**config.mk**
```make
export PLATFORM = sky130hd
export DESIGN_NAME = ser2_addsub
export DESIGN_NICKNAME = d
export VERILOG_FILES = /design/src/rtl/ser2_addsub.sv
export SDC_FILE = /design/constraint.sdc
export NUM_CORES = 1
export LEC_CHECK = 0
export BUFFER_PORTS_ARGS = -buffer_cell sky130_fd_sc_hd__buf_2
export CAP_MARGIN = 20
export CORE_ASPECT_RATIO = 1.4
export CORE_MARGIN = 4
export CORE_UTILIZATION = 40
export CTS_CLUSTER_SIZE = 20
export DETAILED_ROUTE_END_ITERATION = 10
export GPL_ROUTABILITY_DRIVEN = 0
export HOLD_SLACK_MARGIN = 0.03
export PLACE_DENSITY = 0.57
export SYNTH_ARGS = -nofsm -noshare
export SYNTH_HDL_FRONTEND = slang
export SYNTH_SLANG_ARGS = --single-unit
```
**constraint.sdc**
```tcl
create_clock -name clk -period 2.1 [get_ports clk]
set_clock_uncertainty 0.1 [all_clocks]
set_input_delay 0.105 -clock clk [delete_from_list [all_inputs] [get_ports clk]]
set_output_delay 0.105 -clock clk [all_outputs]
set_load 0.01 [all_outputs]
```
**src/rtl/ser2_addsub.sv**
```systemverilog
module ser2_addsub #(
  parameter int W = 16
) (
  input  logic         clk,
  input  logic         rst_n,
  input  logic         start,
  input  logic         sub,
  input  logic [W-1:0] a,
  input  logic [W-1:0] b,
  output logic         busy,
  output logic         done,
  output logic [W-1:0] result,
  output logic         carry_out
);
  localparam int H  = W / 2;
  localparam int CW = $clog2(H + 1);

  initial begin
    if (W % 2 != 0 || W < 4) $error("W must be even and at least 4");
  end

  logic [H-1:0]  a_ev, a_od, b_ev, b_od;
  logic [H-1:0]  ae_q, ao_q, be_q, bo_q;
  logic [H-1:0]  se_q, so_q;
  logic          cy_q, mode_q;
  logic [CW-1:0] cnt_q;
  logic          load, last;
  logic          s_ev, s_od, c_mid, c_nxt;

  for (genvar i = 0; i < H; i++) begin : g_split
    assign a_ev[i] = a[2*i]   ^ sub;
    assign a_od[i] = a[2*i+1] ^ sub;
    assign b_ev[i] = b[2*i];
    assign b_od[i] = b[2*i+1];
    assign result[2*i]   = se_q[i];
    assign result[2*i+1] = so_q[i];
  end

  assign load  = start && !busy;
  assign last  = (cnt_q == CW'(H - 1));

  assign s_ev  = ae_q[0] ^ be_q[0] ^ cy_q;
  assign c_mid = (ae_q[0] & be_q[0]) | (cy_q & (ae_q[0] ^ be_q[0]));
  assign s_od  = ao_q[0] ^ bo_q[0] ^ c_mid;
  assign c_nxt = (ao_q[0] & bo_q[0]) | (c_mid & (ao_q[0] ^ bo_q[0]));

  assign carry_out = cy_q;

  always_ff @(posedge clk or negedge rst_n) begin
    if (!rst_n) begin
      ae_q   <= '0;
      ao_q   <= '0;
      be_q   <= '0;
      bo_q   <= '0;
      se_q   <= '0;
      so_q   <= '0;
      cy_q   <= 1'b0;
      mode_q <= 1'b0;
      cnt_q  <= '0;
      busy   <= 1'b0;
      done   <= 1'b0;
    end else begin
      done <= 1'b0;
      if (load) begin
        ae_q   <= a_ev;
        ao_q   <= a_od;
        be_q   <= b_ev;
        bo_q   <= b_od;
        cy_q   <= 1'b0;
        mode_q <= sub;
        cnt_q  <= '0;
        busy   <= 1'b1;
      end else if (busy) begin
        ae_q  <= ae_q >> 1;
        ao_q  <= ao_q >> 1;
        be_q  <= be_q >> 1;
        bo_q  <= bo_q >> 1;
        se_q  <= {s_ev ^ mode_q, se_q[H-1:1]};
        so_q  <= {s_od ^ mode_q, so_q[H-1:1]};
        cy_q  <= c_nxt;
        cnt_q <= cnt_q + 1'b1;
        if (last) begin
          busy <= 1'b0;
          done <= 1'b1;
        end
      end
    end
  end

  p_done_single_r4: assert property (@(posedge clk) disable iff (!rst_n)
    done |=> !done);

  p_done_idle_r4: assert property (@(posedge clk) disable iff (!rst_n)
    done |-> (!busy && $past(busy)));

  p_cnt_bound_r4: assert property (@(posedge clk) disable iff (!rst_n)
    busy |-> (cnt_q < CW'(H)));

  p_start_ignored_r5: assert property (@(posedge clk) disable iff (!rst_n)
    (busy && start && !last) |=> (busy && $stable(mode_q)));

  p_carry_clear_r6: assert property (@(posedge clk) disable iff (!rst_n)
    (start && !busy) |=> (busy && !carry_out));

  p_hold_r7: assert property (@(posedge clk) disable iff (!rst_n)
    (!busy && !start) |=> ($stable(result) && $stable(carry_out)));
endmodule

```
Word-level counts from Yosys, hierarchy flattened

Index checks and enable logic that the tools add are counted.

ROM bits: 0
Bits in latches: 0
Output and inout port bits: 19
Logic and storage cells: 64
Input bits: 36
Memories kept: 0
Bits in writable memories: 0
Register bits: 56

Add/subtract/negate cells: 1
Shift operators: 0
Bitwise logic cells: 29
Order comparisons: 0
Div/mod/pow operators: 0
Reductions and logical operators: 4
Multiplexer cells: 18
$mul: 0
Equality and inequality tests: 1

Operators with widths:

| cell                  | number |
|---|---|
| $mux W8               | 8 |
| $xor A1 B1 Y1         | 22 |
| $mux W1               | 8 |
| $mux W4               | 2 |
| $add A4 B1 Y4 const B | 1 |
| $and A1 B1 Y1         | 4 |
| $eq A4 B3 Y1 const B  | 1 |
| $or A1 B1 Y1          | 2 |
| $reduce_and A2 Y1     | 1 |
| $reduce_bool A2 Y1    | 1 |
| $logic_and A1 B1 Y1   | 1 |
| $logic_not A1 Y1      | 1 |
| $not A1 Y1            | 1 |

Longest topological paths before layout

Gate-level depths: netlist of the first run.

Depth after elaboration: 7
Depth in mapped cells: 5
Gate-level depth less buffers: 5

Worst setup path before layout of the first run

OpenSTA, ideal clock, no wires.

Path kind: reg-to-reg
From: reg cy_q (netlist: carry_out)
To: reg so_q[7]
Data required time: 1.875 ns
Library setup time: 0.125 ns
Data arrival time: 1.688 ns
Path buffers: 0
Path slack: 0.187 ns
Cell stages (with the launch flop): 6
Period minus slack after synthesis: 1.913 ns
Path through: dfrtp_1 fa_1 inv_1 fa_1 xnor2_1 mux2_2

Longest elaborated chain between the ends: 4

Ends and longest elaborated chain:

| what                   | line | source |
|---|---|---|
| from (decl)            | 25   | `logic cy_q, mode_q;` |
| from (signal assigned) | 80   | `cy_q <= c_nxt;` |
| $and A1 B1 Y1          | 43   | `assign c_mid = (ae_q[0] & be_q[0]) \| (cy_q & (ae_q[0] ^ be_q[0]));` |
| $or A1 B1 Y1           | 43   |  |
| $xor A1 B1 Y1          | 44   | `assign s_od = ao_q[0] ^ bo_q[0] ^ c_mid;` |
| $xor A1 B1 Y1          | 79   | `so_q <= {s_od ^ mode_q, so_q[H-1:1]};` |
| to (signal assigned)   | 79   |  |
| to (decl)              | 24   | `logic [H-1:0] se_q, so_q;` |

Every way passes these cells.
A chain may end at the register's enable or synchronous reset.

Worst setup path in the final report of the first run

Ends and elaborated chain as after synthesis.

==> results.yml, run 1 <==
placement:
  dp_slack_ns: 0.172
  io_buffers: 54
  hpwlAfterDp_um: 3290
floorplanning:
  number_of_top_level_pins: 55
  die_width_um: 76.5
  floorplan.rows: 34
  fp.dieArea_sq_um: 7960
  core_area_sq_um: 6300
  start_util: 0.418
  chipHeight_um: 104
sta:
  period_share: 0.918
  worst-slew-pin-transition_ns: 0.502
  finalCriticalPeriod_ns: 1.93
  hold_viol_final: 0
  final_max_slew_viol_count: 0
  timing.max_slew.rel_slack: 0.665
  fin_tns_setup_ns: 0
  grt_setup_unrepaired: "no"
  final.setup.worst_slack_ns: 0.171
  finalSetupViolations: 0
  fmax_mhz: 518
logic_synthesis:
  synth.top_cells.by_area: "dfrtp_1 (53%), mux2_2 (6.4%), mux2i_1 (6.1%)"
  synth.mux.area_fraction: 0.131
  netlist_area_sq_um: 2630
  post-synth-top-count-cell: "dfrtp_1"
  synth.avg_cell_area_sq_um: 11.9
  ys_seq_elements: 56
  post_synthesis_adder_cell_area_fraction: 0.0200
  synth_fp_nets: 261
  synth_warnings: 0
  yosys.area_share.xor_xnor: 0.0599
  library_cell_occupying_the_most_area_in_the_post_synthesis_netlist: "dfrtp_1"
  synth-edff-count: 0
  synth_simple_gate_area_share: 0.0870
  synthesis.instances: 222
  share_of_synthesized_area_occupied_by_flip_flops_and_latches: 0.533
  netlist.area_leader.share: 0.533
  synth_commonest_cells: "dfrtp_1 (56), o21ai_1 (24), nand2_1 (18), xnor2_1 (18), mux2i_1 (16)"
  synthDistinctLibCells: 27
  synth-main-ff-cell: "dfrtp_1"
  synth_top_family_by_area: "multiplexers"
  postSynth.asyncResetShare: 1.00
  synth_area_in_compound_gates: 0.105
worst_setup_path:
  cp_data_arrival_time_ns: 2.03
  regToRegSetupSlack_ns: 0.17
  worst-path-max-fanout: 3
  cp_endpoint_kind: "flip-flop"
  regToRegStartpoint: "carry_out$_DFFE_PN0P_"
  worstSetupStartpointType: "flip-flop"
  worstSetupPathType: "flip-flop to flip-flop"
  timing.critical_path.from: "carry_out$_DFFE_PN0P_"
  timing.critical_path.required_ns: 2.20
clock_tree:
  clk-insertion-delay-late_ns: 0.30
  cts_max_level: 2
  tritoncts: "done"
  clock_input_transition_at_the_sequential_cells_of_the_worst_setup_and_hold_paths_ns: 0.09
  cts_buf_count: 5
  max-clock-path-buffers: 2
  cts_setup_buffers: 0
  clock-root-buffer: "clkbuf_8"
  numClockSinks: 56
power:
  clockPowerShare: 0.177
  seq_power_share: 0.465
  power.switching_w: 0.00128
  powerDensity_nw_per_um2: 1160
  combPwrFrac: 0.358
  p_int_w: 0.00260
  total_chip_power_w: 0.00388
  power.switching_fraction: 0.329
  leakage_nw: 1.54
  vdd_drop_max_mv: 0.610
grt:
  globalRouteTotalUtil: 0.133
  grt_first_pass_wirelength_um: 8730
  grt_start_max_net_pins: 25
  number_of_antenna_violations_at_the_first_check_in_global_routing: 0
  gr-total-overflow: 0
  first_global_vias: 1854
detailed_routing:
  ant_nets: 0
  firstDrtPassIters: 4
  wire_per_inst_um: 12.8
  dr_total_vias: 1817
  routed_wirelength_um: 4850
  first_iter_violations: 85
  drcViolationCount: 0
  detail_route.vias_per_cell: 4.78
worst_hold_path:
  hold_path.startpoint: "start"
  hold_path.class: "primary input to flip-flop"
outcome:
  outcome: "finished clean"
layout:
  synthToLayoutAreaGrowth_pct: 27.0
  antenna-diode-count: 0
  design.final.nets: 346
  post_route_cells_drive_above_1_share: 0.289
run:
  max_cap_viol_count: 0
per-layer routing:
| metal | vias to the layer above | share of wire | routed length [um] | global-route usage |
|---|---|---|---|---|
| met5 | - | 0 | 0 | 0 |
| met4 | 0 | 0.016 | 76 | 0.0466 |
| met3 | 6 | 0.050 | 241 | 0.0312 |
| met2 | 43 | 0.49 | 2390 | 0.217 |
| met1 | 841 | 0.44 | 2140 | 0.173 |
| li1 | 927 | - | - | - |
critical path, stage by stage (launching register included):
cell and delay, ns:
dfrtp_1 0.42, fa_1 0.41, inv_1 0.07, fa_1 0.42, xnor2_1 0.14, mux2_2 0.25
path summary, 6_finish.rpt:
kind,to,cells after the start
max,so_q[7]$_DFFE_PN0P_,5
min,ae_q[7]$_DFFE_PN0P_,3
max reg2reg,so_q[7]$_DFFE_PN0P_,5
min reg2reg,ae_q[1]$_DFFE_PN0P_,2
max in group asynchronous,se_q[1]$_DFFE_PN0P_,3
min in group asynchronous,ao_q[0]$_DFFE_PN0P_,2
cell usage in the layout, fill, tap and decap left out, types with 3 or more instances in the layout:
cell type      synthesis  routed
nand2_1               18      18
dfrtp_1               56      55
dlygate4sd3_1          0      33
clkbuf_8               0       5
xnor2_1               18      18
a21oi_1               12      12
o21ai_1               24      24
inv_1                  4       4
mux2i_1               16      16
buf_4                  3       6
a22oi_1                3       3
o21ai_0                8       8
mux2_2                15      15
buf_2                  1      54
nor3b_1               11      11
nor2_1                 6       6
power groups by stage:
stage | clock network, W | registers, W | logic [W]
after detailed placement | 0 | 0.00183 | 0.00138
after floorplan | 0 | 0.00182 | 0.00102
after global routing | 0.000765 | 0.00188 | 0.00157
after CTS | 0.000712 | 0.00181 | 0.00142
after global placement | 0 | 0.00182 | 0.00134
final | 0.000687 | 0.00180 | 0.00139
registers in the layout, summed over array words and instances, names as in the netlist:
name       cells
mode_q         1
be_q           8
so_q           8
bo_q           8
ao_q           8
cnt_q          4
carry_out      1
busy           1
ae_q           8
se_q           8
done           1
cell families (layout without fill, tap and decap cells):
logic type                 after synthesis  in the layout
DFF                                     56             56
AOI/OAI and AO/OA                       50             50
and+or+nand+nor                         43             43
muxes                                   32             32
buffers and inverters                   20            106
xor gates and xnor gates                18             18
adders and majority gates                3              3
repair_timing:
| action | in CTS | in global routing |
|---|---|---|
| gates resized for setup | 0 | 0 |
| hold endpoints to repair | 52 | 0 |
| hold buffers | 33 | 0 |
area by class of cell:
class,instances,area (sq um)
repair buffers,94,666
fillers,594,2960
clock inverters,2,35.0
clock buffers,6,72.6
flip-flops and latches,56,1400
multi-input cells,146,1060
well taps,72,90.1
inverters,4,15.0
metrics by stage:
step	hold slack (ns)	instances	util	cell area [sq um]
2_1_floorplan	-0.291	222	-	2630
3_5_place_dp	0.00482	339	0.461	2900
6_report	0.148	380	0.531	3340
5_1_grt	0.184	380	0.531	3340
4_1_cts	0.145	380	0.531	3340
3_3_place_gp	0.000982	339	0.461	2900
Note: power is estimated with default switching activity, not from simulation.
==> run 2, diff against run 1 <==
--- a/config.mk
+++ b/config.mk
@@ -9,12 +9,11 @@
 export CAP_MARGIN = 20
 export CORE_ASPECT_RATIO = 1.4
 export CORE_MARGIN = 4
-export CORE_UTILIZATION = 40
+export CORE_UTILIZATION = 25
 export CTS_CLUSTER_SIZE = 20
 export DETAILED_ROUTE_END_ITERATION = 10
 export GPL_ROUTABILITY_DRIVEN = 0
-export HOLD_SLACK_MARGIN = 0.03
-export PLACE_DENSITY = 0.57
+export PLACE_DENSITY_LB_ADDON = 0.05
 export SYNTH_ARGS = -nofsm -noshare
 export SYNTH_HDL_FRONTEND = slang
 export SYNTH_SLANG_ARGS = --single-unit
==> results.yml, run 2 (same netlist as run 1, synthesis figures left out) <==
clock_tree:
  numClockSinks: 56
  cts_max_level: 2
  clk-insertion-delay-late_ns: 0.29
  clock_input_transition_at_the_sequential_cells_of_the_worst_setup_and_hold_paths_ns: 0.07
  cts.repair.resized: 0
  cts_buf_count: 5
  max-clock-path-buffers: 2
  cts_setup_buffers: 0
  clock-root-buffer: "clkbuf_16"
  tritoncts: "done"
  cts_hold_buffers: 21
detailed_routing:
  detail_route.vias_per_cell: 4.25
  first_iter_violations: 32
  ant_nets: 0
  wire_per_inst_um: 13.2
  dr_total_vias: 1839
  firstDrtPassIters: 4
  drcViolationCount: 0
  routed_wirelength_um: 5700
power:
  power.switching_w: 0.00134
  leakage_nw: 1.50
  seq_power_share: 0.446
  combPwrFrac: 0.343
  clockPowerShare: 0.211
  p_int_w: 0.00271
  vdd_drop_max_mv: 0.317
  power.switching_fraction: 0.331
  powerDensity_nw_per_um2: 1210
layout:
  antenna-diode-count: 0
  most_frequent_standard_cell_in_the_layout_excluding_fill_and_tap_cells: "dfrtp_1"
  synthToLayoutAreaGrowth_pct: 27.2
  fin_area_sq_um: 3350
  layout_common_cells: "dfrtp_1 (55), buf_2 (54), o21ai_1 (24)"
  num-fill-cells: 1136
  design.final.nets: 333
  post_route_cells_drive_above_1_share: 0.295
floorplanning:
  fp.dieArea_sq_um: 12300
  chipHeight_um: 129
  floorplan.rows: 44
  core_area_sq_um: 10300
  die_width_um: 94.7
  number_of_top_level_pins: 55
  start_util: 0.254
grt:
  globalRouteTotalUtil: 0.100
  grt_util_met3: 0.0215
  grt_start_max_net_pins: 33
  grt_util_met1: 0.124
  grtUsageMet2: 0.168
  grt_first_pass_wirelength_um: 9570
  global_route.peak_usage_layer: "met2"
  gr-total-overflow: 0
  first_global_vias: 1914
  number_of_antenna_violations_at_the_first_check_in_global_routing: 0
worst_setup_path:
  regToRegStartpoint: "carry_out$_DFFE_PN0P_"
  cp_data_arrival_time_ns: 2.00
  crit_chain: "fa_1 > inv_1 > fa_1 > xnor2_1 > mux2_2"
  cp_endpoint_kind: "flip-flop"
  worstSetupStartpointType: "flip-flop"
  largest_stage_delay_on_the_critical_path_ns: 0.42
  regToRegSetupSlack_ns: 0.18
  timing.critical_path.buf_inv: 1
  worstSetupPathType: "flip-flop to flip-flop"
  worst-path-max-fanout: 3
  worst_path_dominant_cell_family: "adder cells"
  crit-reg2reg-capture: "so_q[7]$_DFFE_PN0P_"
  timing.critical_path.required_ns: 2.18
  worst_path_max_delay_cell: "fa_1"
  path_common_cell: "fa_1"
  worst-r2r-cell-count: 5
run:
  max_cap_viol_count: 0
placement:
  io_buffers: 54
  hpwlAfterDp_um: 3960
  post_dp_cell_area_sq_um: 2990
sta:
  finalSetupViolations: 0
  fmax_mhz: 521
  timing.max_slew.rel_slack: 0.672
  fin_tns_setup_ns: 0
  worst-slew-pin-transition_ns: 0.492
  period_share: 0.914
  grt_setup_unrepaired: "no"
  finalCriticalPeriod_ns: 1.92
  hold_viol_final: 0
  final_max_slew_viol_count: 0
worst_hold_path:
  holdPathEnd: "bo_q[1]$_DFFE_PN0P_"
  holdPathStages: 3
  hold_path.class: "primary input to flip-flop"
  hold_path.startpoint: "b[3]"
outcome:
  outcome: "finished clean"
[run 2: changes by cell type in the layout (fill, tap and decap cells not counted)]
| cell | change |
|---|---|
| dlygate4sd3_1 | -12 |
| clkbuf_16 | +5 |
| clkbuf_8 | -4 |
| buf_4 | -2 |
| buf_12 | +1 |
| bufinv_16 | -1 |
| clkbuf_1 | +1 |
| clkinv_2 | -1 |
[run 2: area by class of cell]
type | instances | area, sq um | share of cell area
tap | 138 | 173 | 0.0516
inverter | 4 | 15.0 | 0.00449
clock buffer | 8 | 146 | 0.0437
multi-input combinational | 146 | 1060 | 0.317
sequential | 56 | 1400 | 0.419
timing repair buffer | 81 | 551 | 0.164
[run 2: per-stage QoR]
stage / hold slack [ns] / power (W) / util / setup WS, ns / cells
5_1_grt: 0.0191 / 0.00439 / 0.323 / 0.119 / 433
3_3_place_gp: 0.00115 / 0.00322 / 0.289 / 0.194 / 404
2_1_floorplan: -0.291 / 0.00284 / - / 0.187 / 222
6_report: 0.00309 / 0.00405 / 0.323 / 0.181 / 433
4_1_cts: 0.00127 / 0.00416 / 0.323 / 0.171 / 433
3_5_place_dp: 0.00335 / 0.00325 / 0.289 / 0.184 / 404
[run 2: worst max path at each step]
| stage | cells past startpoint | end | slack, ns | start |
|---|---|---|---|---|
| floorplan | 5 | so_q[7]$_DFFE_PN0P_ | 0.19 | carry_out$_DFFE_PN0P_ |
| global placement | 5 | so_q[7]$_DFFE_PN0P_ | 0.19 | carry_out$_DFFE_PN0P_ |
| detailed placement | 5 | so_q[7]$_DFFE_PN0P_ | 0.18 | carry_out$_DFFE_PN0P_ |
| CTS | 5 | so_q[7]$_DFFE_PN0P_ | 0.17 | carry_out$_DFFE_PN0P_ |
| global route | 5 | so_q[7]$_DFFE_PN0P_ | 0.12 | carry_out$_DFFE_PN0P_ |
| finish | 5 | so_q[7]$_DFFE_PN0P_ | 0.18 | carry_out$_DFFE_PN0P_ |
[run 2: worst min-delay path: cells and delay by family]
family,cells,cell delay (ns)
muxes,1,0.05
buffers and inverters,1,0.07
AOI/OAI and AO/OA,1,0.12
[run 2: power groups by stage]
stage | Sequential, W | Combinational [W] | Clock, W
2_1_floorplan | 0.00182 | 0.00102 | 0
3_3_place_gp | 0.00183 | 0.00139 | 0
3_5_place_dp | 0.00184 | 0.00140 | 0
4_1_cts | 0.00182 | 0.00144 | 0.000899
5_1_grt | 0.00188 | 0.00157 | 0.000943
6_report | 0.00180 | 0.00139 | 0.000855
[run 2: routing by layer]
layer | vias to the layer above | routed length [um]
li1 | 905 | -
met1 | 890 | 2490
met2 | 38 | 2850
met3 | 6 | 253
met4 | 0 | 105
met5 | - | 0
